[config.mk]
export PLATFORM = sky130hd
export DESIGN_NAME = esave_ctrl
export DESIGN_NICKNAME = d
export VERILOG_FILES = /design/src/rtl/esave_pkg.sv /design/src/rtl/esave_tick_cnt.sv /design/src/rtl/esave_pair_alt.sv /design/src/rtl/esave_ctrl.sv
export SDC_FILE = /design/constraint.sdc
export NUM_CORES = 1
export LEC_CHECK = 0
export ABC_CLOCK_PERIOD_IN_PS = 3950
export BUFFER_PORTS_ARGS = -buffer_cell sky130_fd_sc_hd__buf_2
export CORE_MARGIN = 2
export CORE_UTILIZATION = 69
export DETAILED_ROUTE_END_ITERATION = 7
export PLACE_DENSITY = 0.87
export RECOVER_POWER = 25
export SLEW_MARGIN = 10
export SYNTH_ARGS = -nofsm -noshare
export SYNTH_HDL_FRONTEND = slang
export SYNTH_HIERARCHICAL = 1
export SYNTH_SLANG_ARGS = --single-unit
[constraint.sdc]
create_clock -name clk -period 3.95 [get_ports clk]
set_input_delay 0.79 -clock clk [delete_from_list [all_inputs] [get_ports clk]]
set_output_delay 0.79 -clock clk [all_outputs]
set_load 0.05 [all_outputs]
[src/rtl/esave_pkg.sv]
package esave_pkg;

  typedef enum logic [1:0] {
    ST_NORM = 2'd0,
    ST_LOW  = 2'd1,
    ST_WAKE = 2'd2
  } es_state_t;

  function automatic int tmo_limit(input logic [1:0] sel, input int unit);
    return (int'(sel) + 1) * unit;
  endfunction

  function automatic int max3(input int a, input int b, input int c);
    int m;
    m = (a > b) ? a : b;
    return (m > c) ? m : c;
  endfunction

  function automatic int cnt_width(input int maxval);
    return (maxval < 2) ? 1 : $clog2(maxval + 1);
  endfunction

endpackage

[src/rtl/esave_tick_cnt.sv]
module esave_tick_cnt #(
  parameter int CW = 8
) (
  input  logic          clk,
  input  logic          rst_n,
  input  logic          clr,
  input  logic          tick,
  input  logic [CW-1:0] limit,
  output logic          hit
);
  logic [CW-1:0] cnt_q;
  logic          at_end;

  assign at_end = (cnt_q >= (limit - CW'(1)));
  assign hit    = tick && !clr && at_end;

  always_ff @(posedge clk or negedge rst_n) begin
    if (!rst_n)      cnt_q <= '0;
    else if (clr)    cnt_q <= '0;
    else if (tick)   cnt_q <= at_end ? '0 : cnt_q + CW'(1);
  end

  // a count only moves on a tick
  p_hold_no_tick_r10: assert property (@(posedge clk) disable iff (!rst_n)
    (!tick && !clr) |=> $stable(cnt_q));

endmodule

[src/rtl/esave_pair_alt.sv]
module esave_pair_alt #(
  parameter int BURST_TICKS = 16
) (
  input  logic clk,
  input  logic rst_n,
  input  logic active,
  input  logic tick,
  output logic pair_b
);
  import esave_pkg::*;
  localparam int BW = cnt_width(BURST_TICKS);

  logic burst_edge;
  logic pair_q;

  esave_tick_cnt #(.CW(BW)) u_burst_cnt (
    .clk   (clk),
    .rst_n (rst_n),
    .clr   (!active),
    .tick  (tick),
    .limit (BW'(BURST_TICKS)),
    .hit   (burst_edge)
  );

  always_ff @(posedge clk or negedge rst_n) begin
    if (!rst_n)          pair_q <= 1'b0;
    else if (!active)    pair_q <= 1'b0;
    else if (burst_edge) pair_q <= !pair_q;
  end

  assign pair_b = active && pair_q;

  p_pair_quiet_r8: assert property (@(posedge clk) disable iff (!rst_n)
    !active |-> !pair_b);

  p_pair_toggle_r8: assert property (@(posedge clk) disable iff (!rst_n)
    (active && burst_edge) |=> (active != pair_b) || !active || (pair_q != $past(pair_q)));

endmodule

[src/rtl/esave_ctrl.sv]
module esave_ctrl #(
  parameter int UNIT_TICKS  = 1000,
  parameter int SLEEP_TICKS = 2000,
  parameter int WAKE_TICKS  = 2000,
  parameter int BURST_TICKS = 16
) (
  input  logic       clk,
  input  logic       rst_n,
  input  logic       feat_en,
  input  logic       energy_det,
  input  logic       link_up,
  input  logic       tick,
  input  logic [1:0] tmo_sel,
  output logic       burst_req,
  output logic       pair_b,
  output logic       lowpwr_en,
  output logic [1:0] state_o
);
  import esave_pkg::*;

  localparam int MAXL = max3(4 * UNIT_TICKS, SLEEP_TICKS, WAKE_TICKS);
  localparam int CW   = cnt_width(MAXL);

  es_state_t st_q, st_d;

  logic tmo_clr, dwell_clr, wake_clr;
  logic tmo_hit, dwell_hit, wake_hit;
  logic go_low_tmo, go_norm_energy, go_wake, go_back_low;
  logic [CW-1:0] tmo_lim;

  assign tmo_lim   = CW'(tmo_limit(tmo_sel, UNIT_TICKS));
  assign tmo_clr   = (st_q != ST_NORM) || link_up || !feat_en;
  assign dwell_clr = (st_q != ST_LOW);
  assign wake_clr  = (st_q != ST_WAKE);

  esave_tick_cnt #(.CW(CW)) u_tmo_cnt (
    .clk(clk), .rst_n(rst_n), .clr(tmo_clr), .tick(tick),
    .limit(tmo_lim), .hit(tmo_hit)
  );

  esave_tick_cnt #(.CW(CW)) u_dwell_cnt (
    .clk(clk), .rst_n(rst_n), .clr(dwell_clr), .tick(tick),
    .limit(CW'(SLEEP_TICKS)), .hit(dwell_hit)
  );

  esave_tick_cnt #(.CW(CW)) u_wake_cnt (
    .clk(clk), .rst_n(rst_n), .clr(wake_clr), .tick(tick),
    .limit(CW'(WAKE_TICKS)), .hit(wake_hit)
  );

  esave_pair_alt #(.BURST_TICKS(BURST_TICKS)) u_pair (
    .clk(clk), .rst_n(rst_n), .active(st_q == ST_WAKE), .tick(tick),
    .pair_b(pair_b)
  );

  assign go_low_tmo     = feat_en && (st_q == ST_NORM) && tmo_hit;
  assign go_norm_energy = feat_en && (st_q == ST_LOW) && energy_det;
  assign go_wake        = feat_en && (st_q == ST_LOW) && !energy_det && dwell_hit;
  assign go_back_low    = feat_en && (st_q == ST_WAKE) && wake_hit;

  always_comb begin
    st_d = st_q;
    if (!feat_en)            st_d = ST_NORM;
    else if (go_low_tmo)     st_d = ST_LOW;
    else if (go_norm_energy) st_d = ST_NORM;
    else if (go_wake)        st_d = ST_WAKE;
    else if (go_back_low)    st_d = ST_LOW;
  end

  always_ff @(posedge clk or negedge rst_n) begin
    if (!rst_n) st_q <= ST_NORM;
    else        st_q <= st_d;
  end

  assign state_o   = st_q;
  assign lowpwr_en = (st_q == ST_LOW);
  assign burst_req = (st_q == ST_WAKE);

  p_exclusive_r2: assert property (@(posedge clk) disable iff (!rst_n)
    !(lowpwr_en && burst_req));
  p_link_hold_r4: assert property (@(posedge clk) disable iff (!rst_n)
    (state_o == 2'd0 && link_up) |=> state_o == 2'd0);
  p_energy_r5: assert property (@(posedge clk) disable iff (!rst_n)
    (lowpwr_en && feat_en && energy_det) |=> state_o == 2'd0);
  p_wake_entry_r6: assert property (@(posedge clk) disable iff (!rst_n)
    (state_o == 2'd0) |=> !burst_req);
  p_feat_off_r9: assert property (@(posedge clk) disable iff (!rst_n)
    !feat_en |=> (state_o == 2'd0));
  p_no_tick_r10: assert property (@(posedge clk) disable iff (!rst_n)
    (!tick && feat_en && !(lowpwr_en && energy_det)) |=> $stable(state_o));

endmodule

**Yosys cells after proc, flatten, opt, wreduce, memory -nomap -nowiden**

Cells that the tools add are included.

- Flip-flop bits (word level): 44
- Word-level logic and storage cells: 73
- Output and inout port bits: 5

- Equality and inequality tests: 7
- Muxes and demuxes: 19
- $add $sub $neg: 6
- $lt $le $gt $ge: 4
- Reductions and logical operators: 30
- $mul: 1

Operator list:

| cell | number |
|---|---|
| 12-bit 2-to-1 mux | 9 |
| 12-bit by 1-bit adder with 12-bit output (second input constant) | 3 |
| 12-bit by 11-bit greater-or-equal comparator with 1-bit output (second input constant) | 2 |
| 1-bit logical AND | 17 |
| 5-bit 2-to-1 mux | 3 |
| 12-bit greater-or-equal comparator | 1 |
| 12-bit by 1-bit subtractor with 12-bit output (second input constant) | 1 |
| 2-bit 2-to-1 mux | 5 |
| 3-bit by 7-bit multiplier with 9-bit output (second input constant) | 1 |
| 2-bit nonzero test | 4 |
| 1-bit zero test | 6 |
| 2-bit != test (second input constant) | 3 |
| 5-bit by 1-bit adder with 5-bit output (second input constant) | 1 |
| 5-bit by 4-bit greater-or-equal comparator with 1-bit output (second input constant) | 1 |
| 5-bit by 1-bit != test with 1-bit output (second input constant) | 1 |
| 2-bit by 1-bit adder with 3-bit output (second input constant) | 1 |
| 2-bit by 1-bit equality test with 1-bit output (second input constant) | 1 |
| 2-bit equality test (second input constant) | 1 |
| 2-bit zero test | 1 |
| 1-bit logical OR | 2 |
| 1-bit 2-to-1 mux | 2 |
| 2-bit by 1-bit != test with 1-bit output (second input constant) | 1 |

**Logic depth before layout (Yosys ltp)**

- Word-level depth: 10
- Gate-level depth with buffers: 19

**By module**

Netlist, hierarchy kept.

Modules (own cells, without submodules):

| module | instances | cells an instance | area an instance (µm²) |
|---|---|---|---|
| esave_tick_cnt (u_dwell_cnt ...) | 3 | 146 | 1223.7 |
| esave_tick_cnt (u_pair.u_burst_cnt) | 1 | 44 | 420.4 |
| esave_ctrl | 1 | 38 | 335.3 |
| esave_pair_alt | 1 | 7 | 56.3 |

**Worst setup path before layout**

OpenSTA, ideal clock, no wires.

- Path type: input-to-reg
- From: input tmo_sel[0]
- To: register st_q[0], in the netlist state_o[0]
- Required time: 3.827 ns
- Buffers on the path: 1
- Path slack: -0.887 ns
- Arrival time: 4.714 ns
- Cell stages on the path: 19
- Path through: inv_1 ha_1 xnor2_1 ha_1 inv_1 fa_1 xnor2_1 xnor2_1 or4_1 nor2_1 xnor2_1 ha_1 a21o_1 a31o_1 a211oi_2 buf_4 nor4_1 mux2_1 o221a_1

- Word-level cells in the longest chain between the ends: 8

Ends and longest elaborated chain:

| what | line | source |
|---|---|---|
| from (decl) | esave_ctrl.sv:13 | `input logic [1:0] tmo_sel,` |
| 2-bit by 1-bit adder with 3-bit output * | esave_pkg.sv:10 | `return (int'(sel) + 1) * unit;` |
| 3-bit by 7-bit multiplier with 9-bit output * | esave_pkg.sv:10 |  |
| via tmo_lim[4] | esave_ctrl.sv:29 | `logic [CW-1:0] tmo_lim;` |
| 12-bit by 1-bit subtractor with 12-bit output * | esave_tick_cnt.sv:14 | `assign at_end = (cnt_q >= (limit - CW'(1)));` |
| 12-bit greater-or-equal comparator * | esave_tick_cnt.sv:14 |  |
| 1-bit logical AND * | esave_tick_cnt.sv:15 | `assign hit = tick && !clr && at_end;` |
| via tmo_hit | esave_ctrl.sv:27 | `logic tmo_hit, dwell_hit, wake_hit;` |
| 1-bit logical AND * | esave_ctrl.sv:56 | `assign go_low_tmo = feat_en && (st_q == ST_NORM) && tmo_hit;` |
| 2-bit 2-to-1 mux | esave_ctrl.sv:64 | `else if (go_low_tmo) st_d = ST_LOW;` |
| 2-bit 2-to-1 mux | esave_ctrl.sv:63 | `if (!feat_en) st_d = ST_NORM;` |
| to (signal assigned) | esave_ctrl.sv:72 | `else st_q <= st_d;` |
| to (decl) | esave_ctrl.sv:24 | `es_state_t st_q, st_d;` |

The timed path passes the listed nets; every way through them passes the cells marked *.
A chain may end at the register's enable or synchronous reset.

**Final worst setup path**

- From: input tmo_sel[0]
- To: register u_tmo_cnt.cnt_q[6]

- Word-level cells in the longest chain between the ends: 7

Ends and longest elaborated chain:

| what | line | source |
|---|---|---|
| 2-bit by 1-bit adder with 3-bit output | esave_pkg.sv:10 |  |
| 3-bit by 7-bit multiplier with 9-bit output | esave_pkg.sv:10 |  |
| via tmo_lim[3] | esave_ctrl.sv:29 |  |
| 12-bit by 1-bit subtractor with 12-bit output | esave_tick_cnt.sv:14 |  |
| 12-bit greater-or-equal comparator | esave_tick_cnt.sv:14 |  |
| 12-bit 2-to-1 mux (2 in a row) | esave_tick_cnt.sv:20 | `else if (tick) cnt_q <= at_end ? '0 : cnt_q + CW'(1);` |
| 12-bit 2-to-1 mux | esave_tick_cnt.sv:19 | `else if (clr) cnt_q <= '0;` |
| to (signal assigned) | esave_tick_cnt.sv:20 |  |
| to (decl) | esave_tick_cnt.sv:11 | `logic [CW-1:0] cnt_q;` |

The timed path passes the listed nets, and every way through them passes these cells. The select of a mux whose other input is x is not followed.

==> impl_metrics.yaml <==
run_status:
  status: "finished with violations"
  failed_checks: "capacitance limit, slew limit, setup timing"
clock_tree:
  cts_root_buf: "clkbuf_8"
  cts_tree: "yes"
  clockBufferDepth: 2
  hold_buffers: 0
  cts.htree.levels: 2
  path_clk_slew_ps: 90
  clock_sinks: 44
  worstSkewPairLatency_ps: 300
  cts_made_buffers: 5
global_route:
  track_usage_pct: 32.4
  antenna_found_initial: 0
  grt_pass1_wl_mm: 19.3
  grt_start_max_net_pins: 45
  grt_pass1_vias: 4353
  grt-ovfl-total: 0
routing:
  maxUsedRoutingLayer: "met4"
  routed_wl_mm: 11.5
  first_iter_violations: 397
  met2_length_mm: 5.84
  ant_nets: 0
  viasPerCell: 5.97
  drc: 0
  wl_per_cell_um: 15.5
  wl_met1_mm: 4.69
  vias: 4418
  wl_met3_um: 658
  dr.pass1.iters: 5
floorplanning:
  start_util_pct: 71.0
  rows: 29
  die_height_um: 84.6
  fp.dieW_um: 84.6
  core_um2: 6310
  dieArea_um2: 7160
  io_pins: 13
setup_path:
  cpPeakStageDelay_ps: 440
  cp_cell_sequence: "buf_8 > clkinvlp_4 > ha_4 > xnor2_2 > ha_2 > inv_2 > fa_2 > xnor2_1 > xnor2_1 > or4_4 > nor2_4 > xnor2_1 > ha_1 > a21o_1 > a31o_1 > a211oi_4 > buf_6 > buf_8 > buf_4 > o21ai_4 > o31ai_2"
  crit_path_max_fanout: 7
  critPathSlowestCell: "or4_4"
  critPathBufInv: 6
  cp-end-kind: "flip-flop"
  required_ps: 4170
  crit_family: "adder cells"
  start_kind: "input port"
  criticalPathCategory: "in -> reg"
  arrival_ps: 4600
  cpMostUsedCell: "xnor2_1"
cells_and_area:
  instances_no_fill: 740
  regArea_um2: 1100
  layout.nets: 728
  design_area_um2: 5460
  nFillCells: 365
  multi_input_area_um2: 3610
  area_delta_synth_final_pct: 21.8
  diodes: 0
  drive_gt1_share_pct: 15.4
placement:
  hpwl_mm: 7.98
  port_buffers: 12
  place_congestion: 0.885
  place_area_um2: 5100
  placed_cells: 716
yosys:
  ys_warn_count: 6
  synth_top_area_share_pct: 24.6
  synth.avg_cell_area_um2: 8.51
  synth_area_um2: 4480
  synth.area.top_cells: "dfrtp_1 (25%), ha_1 (16%), xnor2_1 (5.9%)"
  synth_edf_count: 0
  synthCells: 527
  post-synth-top-count-cell: "ha_1"
  synth_commonest_cells: "ha_1 (56), dfrtp_1 (44), nand2_1 (44)"
  ys.flop_type: "dfrtp_1"
  synth_top_cell_by_area: "dfrtp_1"
  ys_ff_latch: 44
  yosysSeqAreaShare_pct: 24.6
  synth.distinct_cells: 56
  async_reset_ff_share_pct: 100
timing:
  maxSlewViolCount: 45
  slew_headroom_pct: -59.1
  setup_slack_ps: -433
  rsz0062_at_grt: "yes"
  fin_crit_ps: 4380
  setup_tns_ps: -5100
  fin_crit_sh_pct: 111
  worst_pin_slew_ps: 2390
  setup-violations-final: 13
  finalHoldViolCount: 0
  max_freq_mhz: 228
  fin_skew_ps: 9.15
power_and_ir_drop:
  peakVddDrop_uv: 151
  leakage_nw: 2.43
  p_per_area_nw_per_um2: 184
run:
  max_cap_viol_count: 1
hold_path:
  hold_path_class: "reg -> reg"
-- timing repair --
item / 4_1_cts / 5_1_grt
endpoints found under the setup margin: 13 / 13
setup buffers: 12 / 5
pin swaps: 21 / 9
gates cloned: 1 / 0
gates resized for setup: 24 / 11
-- worst paths after layout --
kind / from / end / slack [ps] / depth (start not counted)
min in group asynchronous: rst_n / u_pair/u_burst_cnt/cnt_q[1]$_DFFE_PN0P_ / 1200 / 1
worst min register to register: u_pair/pair_q$_DFFE_PN0P_ / u_pair/pair_q$_DFFE_PN0P_ / 550 / 2
worst max register to register: u_dwell_cnt/cnt_q[2]$_DFFE_PN0P_ / u_dwell_cnt/cnt_q[6]$_DFFE_PN0P_ / 1420 / 6
max in group asynchronous: rst_n / u_tmo_cnt/cnt_q[2]$_DFFE_PN0P_ / 1380 / 1
worst max-delay path: tmo_sel[0] / u_tmo_cnt/cnt_q[6]$_DFFE_PN0P_ / -430 / 21
worst min-delay path: u_pair/pair_q$_DFFE_PN0P_ / u_pair/pair_q$_DFFE_PN0P_ / 550 / 2
-- state kept, by name, summed over array words and instances (netlist names) --
name	cells
u_dwell_cnt/cnt_q	12
u_wake_cnt/cnt_q	12
u_pair/u_burst_cnt/cnt_q	5
u_tmo_cnt/cnt_q	12
state_o	2
u_pair/pair_q	1
-- where the power goes --
part / internal (mW) / switching (mW)
Clock: 0.188 / 0.156
Combinational: 0.0865 / 0.122
Sequential: 0.451 / 0.00105
-- final cells by class --
class                           instances  share of cell area [%]
Timing Repair Buffer                   52                    7.38
Sequential cell                        44                    20.2
Clock inverter                          2                   0.642
Clock buffer                            6                    1.33
Inverter                               38                    2.68
Multi-Input combinational cell        521                    66.0
Tap cell                               77                    1.76
-- cell usage in the layout, fill, tap and decap left out, types with 6 or more instances in the layout --
| cell type | n |
|---|---|
| ha_1 | 54 |
| nor2b_1 | 9 |
| nand4_1 | 13 |
| and2_1 | 9 |
| nor2_1 | 37 |
| and4_1 | 9 |
| a21oi_1 | 17 |
| buf_4 | 32 |
| o22ai_1 | 6 |
| buf_6 | 7 |
| nand2_1 | 44 |
| nor3_1 | 23 |
| buf_2 | 10 |
| a22o_1 | 7 |
| xnor2_1 | 29 |
| o2111ai_1 | 7 |
| inv_1 | 31 |
| xor2_1 | 16 |
| or4_1 | 6 |
| nand3_1 | 14 |
| or3_1 | 6 |
| conb_1 | 95 |
| a21o_1 | 9 |
| dfrtp_1 | 44 |
| o211ai_1 | 9 |
| o21ai_0 | 21 |
-- per-layer routing --
layer / global-route usage (%) / up-vias
met4: 9.52 / 0
met5: 0 / -
met1: 40.9 / 2069
met2: 58.1 / 211
li1: - / 2101
met3: 3.93 / 37
-- worst register-to-register path, stage by stage (launching register included) --
cell and delay, ps:
dfrtp_1 480, ha_1 350, nand2_1 70, o21ai_0 170, a211oi_2 780, o21ai_0 310
o31ai_2 280
-- cells by family (layout without fill, tap and decap cells) --
family	count (synthesis)	after routing	share of synthesized area, %
other	4	95	0.335
adders and majority gates	58	58	16.5
xor gates and xnor gates	46	46	8.99
and+or+nand+nor	197	197	23.2
AOI/OAI and AO/OA	121	121	20.5
DFF	44	44	24.6
muxes	4	4	0.921
buffers and inverters	53	98	5.02
-- metrics by stage --
stage	util, %	power (mW)	setup slack (ps)	hold WS (ps)
2_1_floorplan	-	0.583	-808	494
3_3_place_gp	80.8	0.629	-629	528
3_5_place_dp	80.8	0.638	-771	536
4_1_cts	85.3	0.993	-283	549
5_1_grt	86.5	1.06	-508	571
6_report	86.5	1.00	-433	547
(Power assumes the default switching activity.)
